File: src/rtl/imf_sync.sv
module imf_sync #(
  parameter int LEN_W       = 14,
  parameter int LOCK_HITS   = 4,
  parameter int DROP_MISSES = 4,
  parameter logic [31:0] POLY = 32'h1EDC6F41
) (
  input  logic             clk,
  input  logic             rst_n,
  input  logic [LEN_W-1:0] mf_len,
  input  logic             in_valid,
  input  logic [1:0]       in_hdr,
  input  logic [63:0]      in_word,
  output logic             locked,
  output logic             frame_start,
  output logic             crc_err,
  output logic [1:0]       diag_status
);

  localparam int POS_W = LEN_W - 1;
  localparam int CMAX  = (LOCK_HITS > DROP_MISSES) ? LOCK_HITS : DROP_MISSES;
  localparam int CW    = $clog2(CMAX) + 1;
  localparam logic [5:0] SYNC_T = 6'b011110;
  localparam logic [5:0] DIAG_T = 6'b011001;

  typedef enum logic [1:0] {ST_HUNT, ST_CONFIRM, ST_LOCK} st_t;

  st_t             st, st_n;
  logic [POS_W-1:0] pos;
  logic [CW-1:0]   hits, hits_n, miss, miss_n;
  logic [31:0]     crc_q, crc_in, crc_nxt;

  function automatic logic [31:0] crc_step(input logic [31:0] c, input logic [63:0] d);
    logic [31:0] r;
    logic        fb;
    r = c;
    for (int i = 63; i >= 0; i--) begin
      fb = r[31] ^ d[i];
      r  = {r[30:0], 1'b0};
      if (fb) r = r ^ POLY;
    end
    return r;
  endfunction

  wire ctl_w    = (in_hdr == 2'b10);
  wire sync_w   = ctl_w && (in_word[63:58] == SYNC_T);
  wire diag_w   = ctl_w && (in_word[63:58] == DIAG_T);
  wire last_pos = ({1'b0, pos} == (mf_len - 1'b1));
  wire at_start = (st == ST_HUNT) ? sync_w : (pos == '0);
  wire crc_pass;

  assign crc_in   = at_start ? 32'hFFFF_FFFF : crc_q;
  assign crc_nxt  = crc_step(crc_in, last_pos ? {in_word[63:32], 32'h0} : in_word);
  assign crc_pass = diag_w && ((~crc_nxt) == in_word[31:0]);
  assign locked   = (st == ST_LOCK);

  always_comb begin
    st_n   = st;
    hits_n = hits;
    miss_n = miss;
    if (in_valid) begin
      case (st)
        ST_HUNT:
          if (sync_w) begin
            st_n   = ST_CONFIRM;
            hits_n = CW'(1);
          end
        ST_CONFIRM:
          if (at_start) begin
            if (!sync_w) st_n = ST_HUNT;
            else if (hits == CW'(LOCK_HITS - 1)) begin
              st_n   = ST_LOCK;
              miss_n = '0;
            end else hits_n = hits + 1'b1;
          end
        ST_LOCK:
          if (at_start) begin
            if (sync_w) miss_n = '0;
            else if (miss == CW'(DROP_MISSES - 1)) st_n = ST_HUNT;
            else miss_n = miss + 1'b1;
          end
        default: st_n = ST_HUNT;
      endcase
    end
  end

  always_ff @(posedge clk or negedge rst_n) begin
    if (!rst_n) begin
      st          <= ST_HUNT;
      pos         <= '0;
      hits        <= '0;
      miss        <= '0;
      crc_q       <= '0;
      frame_start <= 1'b0;
      crc_err     <= 1'b0;
      diag_status <= 2'b00;
    end else begin
      st          <= st_n;
      hits        <= hits_n;
      miss        <= miss_n;
      frame_start <= in_valid && at_start && (st_n == ST_LOCK);
      if (in_valid) begin
        crc_q <= crc_nxt;
        if (st_n == ST_HUNT)  pos <= '0;
        else if (at_start)    pos <= POS_W'(1);
        else if (last_pos)    pos <= '0;
        else                  pos <= pos + 1'b1;
        if (diag_w) diag_status <= in_word[33:32];
      end
      if (st_n != ST_LOCK) crc_err <= 1'b0;
      else if (in_valid && st == ST_LOCK && last_pos) crc_err <= !crc_pass;
    end
  end

  p_start_needs_lock_r5: assert property (@(posedge clk) disable iff (!rst_n)
    frame_start |-> locked);
  p_start_single_r5: assert property (@(posedge clk) disable iff (!rst_n)
    frame_start |=> !frame_start);
  p_err_quiet_r8: assert property (@(posedge clk) disable iff (!rst_n)
    !locked |-> !crc_err);
  p_lock_on_sync_r3: assert property (@(posedge clk) disable iff (!rst_n)
    $rose(locked) |-> $past(in_valid && sync_w));
  p_drop_on_miss_r4: assert property (@(posedge clk) disable iff (!rst_n)
    $fell(locked) |-> $past(in_valid && !sync_w));
  p_diag_hold_r7: assert property (@(posedge clk) disable iff (!rst_n)
    !$past(in_valid && diag_w) |-> $stable(diag_status));
  p_idle_freeze_r2: assert property (@(posedge clk) disable iff (!rst_n)
    !in_valid |=> ($stable(locked) && !frame_start));

endmodule

File: config.mk
export PLATFORM = sky130hd
export DESIGN_NAME = imf_sync
export DESIGN_NICKNAME = d
export VERILOG_FILES = /design/src/rtl/imf_sync.sv
export SDC_FILE = /design/constraint.sdc
export NUM_CORES = 1
export LEC_CHECK = 0
export ABC_AREA = 1
export BUFFER_PORTS_ARGS = -buffer_cell sky130_fd_sc_hd__buf_2
export CELL_PAD_IN_SITES_DETAIL_PLACEMENT = 0
export CELL_PAD_IN_SITES_GLOBAL_PLACEMENT = 1
export CORE_UTILIZATION = 48
export DETAILED_ROUTE_END_ITERATION = 8
export GPL_TIMING_DRIVEN = 0
export MAX_ROUTING_LAYER = met4
export PLACE_DENSITY_LB_ADDON = 0.1
export SYNTH_ARGS = -nofsm -noshare
export SYNTH_HDL_FRONTEND = slang
export SYNTH_SLANG_ARGS = --single-unit
File: constraint.sdc
create_clock -name clk -period 13.85 [get_ports clk]
set_clock_uncertainty 0.15 [all_clocks]
set_input_delay 2.77 -clock clk [delete_from_list [all_inputs] [get_ports clk]]
set_output_delay 2.77 -clock clk [all_outputs]
set_load 0.005 [all_outputs]
==> key figures, run 1 <==
Yosys
  – Post-synth EDFFs: 0
  – Post-synthesis adder-cell area fraction: 0.00707
  – Post-Synth Simple-Gate Area: 0.662
  – Xor/xnor cell area share of the yosys netlist: 0.126
  – Post-synth cell types: 47
  – Compound-gate portion of the synthesized area: 0.0233
  – Sequential share of the synthesized area: 0.0732
  – Post-synthesis instance total: roughly 3700
  – Synth top area cells: nand2_1, nand3_1, xor2_1
  – Dominant synthesized flop cell: dfrtp_1
  – Commonest cells in the synthesized netlist: nand2_1, nand3_1, inv_1
  – Post-synth top area cell: nand2_1
  – Total number of yosys warnings: 0
  – Top cell type's share of synthesized area: 0.309
  – Count leader, synth: nand2_1
  – Synth Cell Area: a little under 20000 µm²
  – #FFs+latches synth: 57
  – Post-synthesis mux area share: 0
  – Post-synth ARST share: 1.00
  – Avg Inst Size Synth: roughly 5.3 µm²
  – Syn Nets: approximately 3800
  – Largest family of logic cells by synthesized area: simple AND/OR/NAND/NOR gates

GRT
  – Antenna violations before repair: 3
  – Total grt overflow: 0
  – Largest net degree at the start of global routing: between 50 and 60
  – Vias in the first global route: about 21000
  – Gr usage total: 0.355
  – Global-route wire length before repair: roughly 110000 µm

Timing
  – Final cycle utilization of the critical path: 0.946
  – Final hold viol count: 0
  – Highest clock rate: 76.3 MHz
  – Final setup fails: 0
  – Slew margin rel.: 0.389
  – Hold slack: 0.340 ns
  – Actual slew at the worst max-slew pin: roughly 0.91 ns
  – Slew Limit Fails: 0
  – Fin crit period: about 13 ns

Clock network
  – Htree depth: 3
  – Inserted Clock Buffers: 9
  – CTS sink count: 57
  – Clock tree root buffer cell: clkbuf_16
  – Hold_buf cts: 0
  – Clock Path Buffers: 2
  – Clock transition at path regs: about 0.06 ns
  – Clk Latency, worst-skew pair: ~0.33 ns
  – TritonCTS clock tree: yes

Worst setup path
  – CP Launch Type: input port
  – Peak fanout along the critical path: 10
  – Worst-case reg-to-reg path depth: 85
  – Worst reg2reg path startpoint: st[1]
  – Most used cell, CP: nand2_1
  – Crit-path slowest cell: clkbuf_4
  – CP delay by family, top: simple AND/OR/NAND/NOR gates
  – Worst Path Arrival: around 13 ns
  – Critical Path RT: 13.92 ns
  – CP Class: in -> reg
  – RR Endpoint: crc_err
  – Worst Setup End Kind: register
  – R2r setup slk: between 2 and 3 ns
  – CP Buf/Inv Count: 11
  – CP max stage delay: around 0.27 ns

Worst hold path
  – Hold Crit Depth: 2
  – Hold Path Sink: crc_q[23]
  – Worst min-delay path class: reg -> reg
  – HP Start: crc_q[23]

Floorplanning
  – Placement row count: between 70 and 80
  – IO Pins: around 90
  – Die ar.: 41400 µm²
  – Initial core utilization: 0.488
  – Die X: roughly 200 µm
  – Core footprint: 39900 µm²
  – Die Y: 203 µm

Route
  – Residual DRC count: 0
  – DR vias/cell: around 5.4
  – Via count: 23400
  – WL per Instance: 16.8 µm
  – DR iter-0 viols: ~2300
  – DRT antenna net count: 0
  – Post-Route WL: between 70000 and 80000 µm
  – First-pass DRT Iterations: 8

Run status
  – Run status: complete, no violations

Layout
  – Multi-input gate area: approximately 16000 µm²
  – Filler instances: approximately 4400
  – Register Area: about 1400 µm²
  – Number of nets in the layout: about 4000
  – Share of cells above drive strength 1: 0.166
  – Syn-to-layout area delta: 9.56%

Place
  – Buffers on Ports: 87
  – Dpl hpwl: just under 60000 µm
  – Routability cong.: a little under 1

Run
  – Max Cap Viol: 0
[repair_timing]
action,4_1_cts,5_1_grt
resized for setup,0,81
hold endpoints to repair,0,0
setup buffers,0,22
endpoints found under the setup margin,0,18
[final cells by class]
cell class              count  area share
multi-input cells        3139       0.758
inverters                 400      0.0722
flip-flops and latches     57      0.0668
well taps                 525      0.0308
plain buffers              74      0.0291
repair buffers            110      0.0286
clock buffers              10      0.0112
clock inverters             6     0.00246
diodes                      4    0.000469
[how the worst max path moves through the flow]
| stage | slack (ns) | cells after the start | end | from |
|---|---|---|---|---|
| 6_report | 0.75 | 87 | crc_err | in_word[63] |
| 5_1_grt | -0.06 | 93 | crc_err | in_word[63] |
| 4_1_cts | 0.42 | 81 | crc_err | in_word[63] |
| 3_5_place_dp | 0.1 | 84 | crc_err | in_word[63] |
| 3_3_place_gp | 0.31 | 82 | crc_err | in_word[63] |
| 2_1_floorplan | 2.99 | 86 | crc_err | in_word[63] |
[worst reg2reg max path: cells and delay by family, from the launching register on]
kind	cells	cell delay, ns
buffers and inverters	12	1.71
DFF	1	0.42
and+or+nand+nor	72	8.47
adders and majority gates	1	0.27
[metal layers]
metal,share of wire,GRT usage,wire (µm),vias up
li1,-,-,-,11800
met1,0.44,0.459,31800,10600
met2,0.46,0.584,33500,849
met3,0.069,0.0244,5020,132
met4,0.034,0.119,2510,0
met5,0,-,0,-
[sequential cells by signal, summed over array words and instances (netlist names)]
register and count:
hits 3, frame_start 1, diag_status 2, crc_err 1, st 2, miss 3
pos 13, crc_q 32
[logic make-up (layout without fill, tap and decap cells)]
| kind of cell | after synthesis | count (layout) |
|---|---|---|
| xor+xnor | 273 | 273 |
| fa+ha+maj | 11 | 11 |
| simple gates | 2773 | 2773 |
| compound gates | 82 | 82 |
| flops | 57 | 57 |
| other cells | 0 | 4 |
| buf+inv | 474 | 600 |
[cells in the final DEF, fill, tap and decap left out, drive strengths merged]
cell,count
a211o,1
a211oi,1
a21oi,7
a31oi,8
and3,1
buf,169
clkbuf,25
clkinv,7
clkinvlp,2
dfrtp,57
diode,4
ha,11
inv,397
nand2,1822
nand2b,3
nand3,722
nand3b,20
nand4,33
nor2,136
nor3,12
nor4,5
o211ai,1
o21a,1
o21ai,48
o22ai,12
o31ai,3
or2,19
xnor2,48
xnor3,3
xor2,222
[metrics by stage]
step                setup TNS [ns]  worst slack [ns]  utilization  cells  cell area (µm²)
floorplan                        0              2.99            -   3670            19500
global placement                 0             0.314        0.515   4282            20600
detailed placement               0             0.100        0.516   4283            20600
CTS                              0             0.416        0.523   4299            20900
global route               -0.0575           -0.0575        0.535   4324            21300
finish                           0             0.747        0.535   4325            21300
Power of run 1 is not shown: default switching activity piles up to over one toggle a cycle in this logic, so the estimate is an artifact.
==> inputs of run 2 (changes only) <==
--- a/config.mk
+++ b/config.mk
@@ -9,7 +9,7 @@
 export BUFFER_PORTS_ARGS = -buffer_cell sky130_fd_sc_hd__buf_2
 export CELL_PAD_IN_SITES_DETAIL_PLACEMENT = 0
 export CELL_PAD_IN_SITES_GLOBAL_PLACEMENT = 1
-export CORE_UTILIZATION = 48
+export CORE_UTILIZATION = 44
 export DETAILED_ROUTE_END_ITERATION = 8
 export GPL_TIMING_DRIVEN = 0
 export MAX_ROUTING_LAYER = met4
==> constraint.sdc (replaced) <==
create_clock -name clk -period 12.5 [get_ports clk]
set_clock_uncertainty 0.15 [all_clocks]
set_input_delay 2.5 -clock clk [delete_from_list [all_inputs] [get_ports clk]]
set_output_delay 2.5 -clock clk [all_outputs]
set_load 0.005 [all_outputs]
==> run 2 against run 1 <==
  * Cell count increased by 3.8%
  * Sequential share of layout area down 0.50 points
  * Register-to-register slack got worse by 0.82 ns
  * Die area increased by 9.0%
  * Worst hold slack better by 0.0032 ns
  * Critical path type unchanged
==> key figures, run 2 (synthesized netlist as in run 1, its figures left out) <==
Worst setup path
  – CP Class: in -> reg
  – CP Launch Type: input port
  – Worst reg2reg path startpoint: st[0]
  – Critical Path RT: 12.58 ns
  – CP max stage delay: approximately 0.22 ns
  – Crit-path slowest cell: nor3_1
  – Worst-case reg-to-reg path depth: between 80 and 90
  – Most used cell, CP: nand2_1
  – RR Endpoint: crc_err
  – Worst Setup End Kind: register
  – Peak fanout along the critical path: 10
  – R2r setup slk: ~1.8 ns
  – Worst Path Arrival: around 12 ns

Layout
  – Share of cells above drive strength 1: 0.212
  – Most frequent cells in the layout: nand2_1, nand3_1, inv_1, xor2_1, nand2_2
  – Fin area: 23100 µm²
  – Syn-to-layout area delta: 18.4%
  – Top Registers: crc_q: 32 flops, pos: 13 flops
  – Reg with most FFs: crc_q
  – Post-Route Utilization: 0.532
  – Largest register FFs: 32
  – Most common cell after layout, fill and taps aside: nand2_1
  – Number of nets in the layout: roughly 4000

Route
  – Post-Route WL: approximately 76000 µm
  – Met2 WL: 35300 µm
  – WL per Instance: 16.8 µm
  – DR iter-0 viols: around 1800
  – Highest routed layer: met4
  – DR vias/cell: 5.28
  – DRT antenna net count: 0
  – Residual DRC count: 0
  – First-pass DRT Iterations: 5
  – Via count: around 24000
  – Met3 routed WL: 4380 µm
  – Routed length on met1: approximately 33000 µm

Floorplanning
  – Die Y: between 200 and 250 µm
  – Initial core utilization: 0.449
  – Placement row count: 76
  – Die X: 212 µm
  – Die ar.: 45100 µm²
  – Core footprint: approximately 43000 µm²
  – IO Pins: just under 90

Timing
  – Slew Limit Fails: 0
  – Slew margin rel.: 0.387
  – Hold slack: approximately 0.34 ns
  – Fin crit period: around 12 ns
  – Highest clock rate: slightly above 80 MHz
  – RSZ-0062 raised after global routing: true
  – Final cycle utilization of the critical path: 0.981
  – Actual slew at the worst max-slew pin: between 0.9 and 1 ns
  – Final hold viol count: 0
  – Final setup fails: 0

Clock network
  – Htree depth: 3
  – Inserted Clock Buffers: 9
  – Clock tree root buffer cell: clkbuf_16
  – Clk Latency, worst-skew pair: 0.34 ns
  – Clock transition at path regs: ~0.06 ns
  – TritonCTS clock tree: yes
  – CTS sink count: 57
  – Clock Path Buffers: 2

Worst hold path
  – Hold Crit Depth: 2
  – Worst min-delay path class: reg -> reg
  – HP Start: crc_q[27]
  – Hold Path Sink: crc_q[27]

GRT
  – Gr usage total: 0.337
  – Antenna violations before repair: 2
  – Global-route wire length before repair: around 110000 µm
  – Largest net degree at the start of global routing: a little under 60
  – Vias in the first global route: 20800
  – Total grt overflow: 0

Place
  – Dpl hpwl: a little over 60000 µm
  – Area after DPL: between 20000 and 25000 µm²
  – Buffers on Ports: a little under 90
  – Routability cong.: 0.977

Run
  – Max Cap Viol: 0

Run status
  – Run status: complete, no violations
==> run 2: what timing repair did <==
action                     in CTS  in global routing
gates resized for setup        71                197
hold buffers                    0                  0
pin swaps                      20                 53
setup endpoints to repair      17                 28
hold endpoints to repair        0                  0
gates cloned                    0                  2
setup buffers                  24                100
==> run 2: through the flow <==
step / std cells / setup slack (ns) / setup TNS (ns)
floorplan: 3670 / 1.91 / 0
global placement: 4342 / -0.815 / -3.83
detailed placement: 4343 / -1.09 / -9.99
CTS: 4383 / 0.00636 / 0
global route: 4487 / -0.497 / -0.497
finish: 4489 / 0.233 / 0
==> run 2: how the worst max path moves through the flow <==
stage / startpoint / to / slack [ns] / cells past startpoint
global route: in_word[63] / crc_err / -0.50 / 95
detailed placement: in_word[63] / crc_err / -1.09 / 87
finish: in_word[63] / crc_err / 0.23 / 89
floorplan: in_word[63] / crc_err / 1.91 / 86
global placement: in_word[63] / crc_err / -0.81 / 85
CTS: in_word[63] / crc_err / 0.006 / 89
==> run 2: final cells by class <==
| type | instances | area [µm²] |
|---|---|---|
| clock inverters | 6 | 50.0 |
| clock buffers | 10 | 239 |
| flip-flops and latches | 57 | 1430 |
| well taps | 585 | 732 |
| multi-input cells | 3141 | 16800 |
| repair buffers | 212 | 1460 |
| inverters | 400 | 1580 |
| fillers | 4700 | 20300 |
| diodes | 4 | 10.0 |
| plain buffers | 74 | 727 |
==> run 2: critical path, delay by kind of cell <==
family | cells | cell delay (ns)
buf+inv | 14 | 1.77
simple gates | 75 | 8.05
==> run 2: layer usage <==
layer  vias to the layer above  track usage
li1                      12100            -
met4                         0        0.111
met5                         -            -
met1                     10800        0.432
met2                       720        0.558
met3                       109       0.0282
Power of run 2 is left out for the same reason.
==> inputs of run 3 (changes only) <==
--- a/config.mk
+++ b/config.mk
@@ -17,3 +17,4 @@
 export SYNTH_ARGS = -nofsm -noshare
 export SYNTH_HDL_FRONTEND = slang
 export SYNTH_SLANG_ARGS = --single-unit
+export TNS_END_PERCENT = 20
==> constraint.sdc (replaced) <==
create_clock -name clk -period 11.7 [get_ports clk]
set_clock_uncertainty 0.15 [all_clocks]
set_input_delay 2.34 -clock clk [delete_from_list [all_inputs] [get_ports clk]]
set_output_delay 2.34 -clock clk [all_outputs]
set_load 0.005 [all_outputs]
==> run 3 against run 2 <==
  * The flow now finishes with violations (negative setup slack)
  * Global-route usage grew 0.61 points
  * Non-clock buffer count up 123
  * Cell count increased by 2.8%
  * First-iteration DRC count is 4.0% lower
  * Clock-buffer cell count unchanged
  * Worst hold slack worse by 0.0042 ns
  * Die area is the same
  * Via count increased by 3.8%
  * Cell area rose by 9.8%
  * Setup slack lost 0.34 ns
  * Critical path depth grew 2
  * Critical path type unchanged
  * Critical endpoint unchanged
  * Highest routed layer unchanged
==> key figures, run 3 (synthesized netlist as in run 1, its figures left out) <==
Clock network
  – Inserted Clock Buffers: 9
  – Htree depth: 3
  – Clk Latency, worst-skew pair: around 0.34 ns
  – Clock transition at path regs: around 0.06 ns
  – Hold_buf cts: 0
  – CTS sink count: between 50 and 60
  – TritonCTS clock tree: yes
  – Clock Path Buffers: 2
  – Clock tree root buffer cell: clkbuf_16

Place
  – Buffers on Ports: just under 90
  – Area after DPL: 20700 µm²
  – Dpl hpwl: approximately 61000 µm
  – DP Cell Count: about 4300
  – Routability cong.: ~0.98

Worst setup path
  – RR Endpoint: crc_err
  – Worst Setup End Kind: register
  – Critical Path RT: 11.78 ns
  – CP Buf/Inv Count: 14
  – CP max stage delay: between 0.2 and 0.25 ns
  – CP Class: in -> reg
  – CP Launch Type: input port
  – Worst reg2reg path startpoint: st[0]
  – Worst Path Arrival: approximately 12 ns
  – CP delay by family, top: simple AND/OR/NAND/NOR gates
  – Worst-case reg-to-reg path depth: 92
  – R2r setup slk: around 1.2 ns
  – CP startpoint: in_word[63]
  – Crit-path slowest cell: clkbuf_16
  – Peak fanout along the critical path: 10
  – Most used cell, CP: nand2_2

Layout
  – Share of cells above drive strength 1: 0.279
  – Fin area: between 20000 and 30000 µm²
  – Reg with most FFs: crc_q
  – Syn-to-layout area delta: 30.0%
  – Most frequent cells in the layout: nand2_1, nand3_1, inv_1, nand2_2, buf_4
  – Fin cells: 4613
  – Most common cell after layout, fill and taps aside: nand2_1
  – Top Registers: crc_q: 32 flops, pos: 13 flops
  – Filler instances: roughly 4500
  – Largest register FFs: 32
  – Number of nets in the layout: 4113

Worst hold path
  – Hold Path Sink: crc_q[27]
  – Worst min-delay path class: reg -> reg
  – HP Start: crc_q[27]
  – Hold Crit Depth: 2

GRT
  – Vias in the first global route: about 21000
  – Gr usage total: 0.343
  – Global-route wire length before repair: roughly 120000 µm
  – Total grt overflow: 0
  – Largest net degree at the start of global routing: 58
  – Antenna violations before repair: 4

Route
  – Post-Route WL: about 78000 µm
  – DR vias/cell: 5.34
  – DR iter-0 viols: roughly 1800
  – DRT antenna net count: 0
  – WL per Instance: ~17 µm
  – Via count: between 20000 and 25000
  – Residual DRC count: 0
  – First-pass DRT Iterations: 6

Floorplanning
  – Initial core utilization: 0.449
  – Placement row count: between 70 and 80
  – Die ar.: 45100 µm²
  – Die Y: 212 µm
  – IO Pins: 88
  – Core footprint: 43400 µm²
  – Die X: 212 µm

Run
  – Max Cap Viol: 0

Timing
  – Final cycle utilization of the critical path: 1.01
  – Slew Limit Fails: 0
  – RSZ-0062 raised after global routing: true
  – Setup_tns: -0.106 ns
  – Highest clock rate: 84.7 MHz
  – Fin crit period: approximately 12 ns
  – Final setup fails: 1
  – Actual slew at the worst max-slew pin: 0.973 ns
  – Slew margin rel.: 0.347
  – Final hold viol count: 0
  – Final worst slack: -0.106 ns

Run status
  – Failing checks: negative setup slack
  – Run status: finished, violations left
==> run 3: cell count changes in the layout (fill, tap and decap cells not counted), sizes merged <==
cell / before / now
buf: 269 / 396
clkbuf: 27 / 23
nand3: 722 / 723
==> run 3: area by class of cell <==
class	instances	area (µm²)	share of cell area
plain buffers	74	818	0.0323
diodes	4	10.0	0.000395
repair buffers	335	2510	0.0993
inverters	400	1610	0.0637
multi-input cells	3142	17900	0.708
clock buffers	10	239	0.00944
flip-flops and latches	57	1430	0.0563
clock inverters	6	50.0	0.00198
well taps	585	732	0.0289
==> run 3: repair_timing <==
item	4_1_cts	5_1_grt
buffers inserted	112	132
setup endpoints to repair	31	31
pin swaps	66	113
gates cloned	1	5
gates resized for setup	228	336
hold endpoints to repair	0	0
==> run 3: worst max-delay path by stage <==
stage | cells after the start | endpoint
finish | 91 | crc_err
floorplan | 86 | crc_err
global placement | 85 | crc_err
CTS | 95 | crc_err
detailed placement | 87 | crc_err
global route | 93 | crc_err
==> run 3: tightest hold or removal path: stages, from the launching register on <==
cell	delay, ns
dfrtp_1	0.33
nand2_1	0.05
o21ai_0	0.06
==> run 3: per-stage QoR <==
step | utilization | setup WS [ns] | hold WS (ns)
global placement | 0.476 | -1.45 | 0.323
finish | 0.584 | -0.106 | 0.339
floorplan | - | 1.27 | 0.296
CTS | 0.525 | -0.151 | 0.342
global route | 0.584 | -0.812 | 0.364
detailed placement | 0.476 | -1.73 | 0.330
==> run 3: per-layer routing <==
| layer | GRT usage | up-vias | part of all wire |
|---|---|---|---|
| met3 | 0.0326 | 165 | 0.058 |
| met4 | 0.136 | 0 | 0.041 |
| li1 | - | 12300 | - |
| met5 | - | - | 0 |
| met1 | 0.434 | 11400 | 0.43 |
| met2 | 0.562 | 786 | 0.47 |
Power of run 3 is left out for the same reason.
